[src/rtl/pp_pwm_gate.sv]
module pp_pwm_gate #(
  parameter int PERIOD = 500,
  parameter int DEAD   = 20,
  parameter int CW     = $clog2(PERIOD)
) (
  input  logic          clk,
  input  logic          rst_n,
  input  logic          enable,
  input  logic          fault,
  input  logic          pwr_good,
  input  logic [CW-1:0] duty,
  output logic          p_gate_n,
  output logic          n_gate
);
  localparam logic [CW-1:0] LAST = CW'(PERIOD - 1);
  localparam logic [CW-1:0] DMAX = CW'(PERIOD - DEAD);
  localparam logic [CW:0]   DW   = (CW+1)'(DEAD);

  logic [CW-1:0] cnt, dsh, dcl;
  logic          blk, ok, wrap, p_on, n_on, go;

  assign ok   = enable & ~fault & pwr_good;
  assign wrap = (cnt == LAST);
  assign dcl  = (duty > DMAX) ? DMAX : duty;
  assign go   = ok & ~blk;
  assign p_on = ({1'b0, cnt} >= DW) && (cnt < dsh);
  assign n_on = (dsh == '0) || ({1'b0, cnt} >= ({1'b0, dsh} + DW));

  always_ff @(posedge clk) begin
    if (!rst_n) begin
      cnt      <= '0;
      dsh      <= '0;
      blk      <= 1'b1;
      p_gate_n <= 1'b1;
      n_gate   <= 1'b0;
    end else begin
      cnt      <= wrap ? '0 : cnt + 1'b1;
      if (wrap) dsh <= dcl;
      if (!ok) blk <= 1'b1;
      else if (wrap) blk <= 1'b0;
      p_gate_n <= ~(go & p_on);
      n_gate   <= go & n_on;
    end
  end
endmodule

[config.mk]
export PLATFORM = sky130hd
export DESIGN_NAME = pp_pwm_gate
export DESIGN_NICKNAME = d
export VERILOG_FILES = /design/src/rtl/pp_pwm_gate.sv
export SDC_FILE = /design/constraint.sdc
export NUM_CORES = 1
export LEC_CHECK = 0
export CELL_PAD_IN_SITES_DETAIL_PLACEMENT = 1
export CELL_PAD_IN_SITES_GLOBAL_PLACEMENT = 2
export CORE_MARGIN = 10
export CORE_UTILIZATION = 36
export CTS_CLUSTER_SIZE = 10
export DETAILED_ROUTE_END_ITERATION = 7
export PLACE_DENSITY_LB_ADDON = 0.1
export SETUP_SLACK_MARGIN = 0.02
export SLEW_MARGIN = 25
export SYNTH_ARGS = -nofsm -noshare
export SYNTH_HDL_FRONTEND = slang
export SYNTH_SLANG_ARGS = --single-unit
[constraint.sdc]
create_clock -name clk -period 2.7 [get_ports clk]
set_input_delay 0.81 -clock clk [delete_from_list [all_inputs] [get_ports clk]]
set_output_delay 0.81 -clock clk [all_outputs]
set_load 0.01 [all_outputs]
==> flow_summary_export.csv <==
group,metric,value,unit
die,chipWidth,80.9,um
drt,dr.pass1.iters,4,
logic_synthesis,synth-seq-cells,21,
run_status,outcome,"completed",
die,die_h,80.9,um
die,fp.dieArea,6550,sq um
clocking,postCtsSetupRepairBufs,0,
drt,routedWlPerCell,15.3,um
clocking,cts.clk_slew.worst_paths,0.08,ns
sta,final_max_slew_viol_count,0,
setup_path,crit_required,1.89,ns
logic_synthesis,netlist_area,1340,sq um
sta,finalCritPeriodShare,71.0,%
cells_and_area,finalNonFillerCells,220,
power_and_ir_drop,p_total,579,uW
power_and_ir_drop,comb_power_share,8.3,%
drt,dr.first_iter.drc_count,57,
global_route,antenna_found_initial,0,
min_path,hp-class,"reg -> reg",
cells_and_area,nets,207,
die,rows,22,
clocking,clockRootBuffer,"clkbuf_8",
min_path,min-delay-start,"blk$_SDFFE_PN1P_",
power_and_ir_drop,sw_frac_of_total,23.0,%
clocking,cts_tree,"built",
sta,relSlewSlack,63.5,%
logic_synthesis,synth_top_area_cell,"dfxtp_1",
logic_synthesis,syn_nets,189,
power_and_ir_drop,p_leak,0.000578,uW
clocking,clock_sinks,21,
logic_synthesis,yosysWarnings,0,
setup_path,crit_buf_inv,1,
drt,via_per_inst,5.11,
sta,report.final.setup_viol,0,
setup_path,critPathLaunch,"p_gate_n$_SDFF_PN1_",
placement,placed_cells,216,
logic_synthesis,synth_area_per_cell,8.62,sq um
clocking,clock_path_buffers,2,
setup_path,critPathSlowestCell,"clkdlybuf4s50_1",
clocking,clk_latency,0.26,ns
power_and_ir_drop,switchingPower,133,uW
clocking,cts_hold_buf,0,
logic_synthesis,synth_cells,155,
clocking,cts-htree-levels,1,
setup_path,critPathLaunchType,"register",
placement,hpwl,2720,um
setup_path,crit_family,"buffers and inverters",
global_route,grt_pass1_wl,5640,um
drt,drc,0,
power_and_ir_drop,peakVddDrop,195,uV
placement,io_buffers,15,
logic_synthesis,seq_area_frac_synth,31.5,%
global_route,grt_overflow,0,
sta,tightest_slew,0.544,ns
placement,gp_congestion,0.802,
sta,rsz0062_at_grt,"false",
sta,fmax,0.522,GHz
setup_path,r2r_start,"cnt[5]$_SDFF_PP0_",
drt,ant_nets,0,
die,core_region_area,3630,sq um
power_and_ir_drop,internal-power,446,uW
sta,final.setup.tns,0,ns
cells_and_area,insertedDiodeCount,0,
setup_path,crit_path_end_kind,"output pin",
power_and_ir_drop,powerDensity,366,nW/um^2
setup_path,path_class,"reg -> out",
sta,period_needed,1.92,ns
power_and_ir_drop,clkPwrFrac,36.6,%
cells_and_area,layout-drive-gt1-share,4.65,%
global_route,grtUsageTotal,10.9,%
logic_synthesis,synth_top_area_share,31.5,%
logic_synthesis,ys_top_cells_by_area,"dfxtp_1, ha_1, nand2_1",
sta,finalClockSkew,0.00252,ns
setup_path,cp_slowest_stage_delay,0.53,ns
clocking,cts_inserted_buffers,3,
die,start_util,36.8,%
drt,finalWirelength,3360,um
power_and_ir_drop,pwr-share-seq,55.1,%
sta,hold_viol,0,
die,ios,16,
drt,dr_total_vias,1125,
clocking,cts-resized-gates,0,
setup_path,crit_chain,"clkdlybuf4s50_1",
global_route,grt_pass1_vias,1184,
setup_path,crit_fanout,1,
flow_run,maxCapViolCount,0,
logic_synthesis,yosysUniqueCellTypes,29,
global_route,grt_max_degree,13,
cells_and_area,area_delta_synth_final,18.4,%
setup_path,critPathArrivalTime,1.11,ns
[kinds of logic (layout without fill, tap and decap cells)]
kind of cell	count (synthesis)	count (layout)	share of synthesized area, %
compound gates	31	31	15.4
flops	21	21	31.5
xor+xnor	12	12	7.87
fa+ha+maj	20	20	18.7
simple gates	57	57	22.1
buf+inv	14	31	4.49
[cells in the final DEF, fill, tap and decap left out]
master,instances
dfxtp_1,21
ha_1,20
nand2_1,19
clkdlybuf4s50_1,15
nor2_1,13
inv_1,11
a21boi_0,9
xnor2_1,8
nand3_1,8
a21oi_1,7
o21ai_0,6
xor2_1,4
nand4_1,3
nand2b_1,3
clkbuf_8,3
nor3_1,2
o2111ai_1,2
a211oi_1,2
nor4_1,2
nand4b_1,2
o211ai_1,2
nand4_2,1
or4_4,1
and3_1,1
nor4_4,1
nor2b_1,1
a211o_1,1
o221ai_1,1
a21o_1,1
clkinv_2,1
buf_4,1
[per-layer routing]
layer	global-route usage [%]	part of all wire, %	up-vias
met5	0	0	-
met4	3.63	1.1	0
met3	2.21	2.6	4
met2	18.0	48	9
met1	13.7	48	529
li1	-	-	583
[state kept, by name, summed over array words and instances, names as in the netlist]
signal,cells
blk,1
dsh,9
p_gate_n,1
n_gate,1
cnt,9
[power groups by stage]
| stage | clock network, uW | registers, uW | logic [uW] |
|---|---|---|---|
| global placement | 0 | 326 | 46.3 |
| CTS | 220 | 319 | 49.3 |
| floorplan | 0 | 325 | 21.0 |
| detailed placement | 0 | 327 | 48.5 |
| global route | 234 | 320 | 54.1 |
| finish | 212 | 319 | 48.2 |
[final timing paths]
path / to / slack (ns) / cells past startpoint
max: p_gate_n / 0.78 / 1
min reg2reg: n_gate$_SDFF_PN0_ / 0.48 / 1
max reg2reg: cnt[7]$_SDFF_PP0_ / 0.84 / 4
min: n_gate$_SDFF_PN0_ / 0.48 / 1
[stage by stage]
step	worst slack [ns]	cell area [sq um]	util [%]	hold slack (ns)
after global routing	0.661	1580	43.5	0.512
after CTS	0.766	1580	43.5	0.484
final	0.784	1580	43.5	0.478
after detailed placement	0.715	1540	42.3	0.464
after floorplan	1.04	1340	-	0.425
after global placement	0.783	1540	42.3	0.448
[cell type report]
type	count	area [sq um]
Tap cell	48	60.1
Timing Repair Buffer	16	158
Multi-Input combinational cell	120	856
Inverter	11	41.3
Sequential cell	21	420
Clock buffer	3	41.3
Clock inverter	1	5.00
Fill cell	449	2050
[cell usage after synthesis, drive strengths merged]
master   instances
o221ai           1
o211ai           2
o21ai            6
clkbuf           2
and3             1
o2111ai          2
nor2            13
nor4             3
buf              1
nand3            8
nand2b           3
nand4            4
xor2             4
inv             11
ha              20
xnor2            8
nor2b            1
a211oi           2
a21boi           9
nor3             2
a211o            1
a21o             1
a21oi            7
nand4b           2
or4              1
nand2           19
dfxtp           21
No activity file was read; power rests on OpenSTA's default activity.
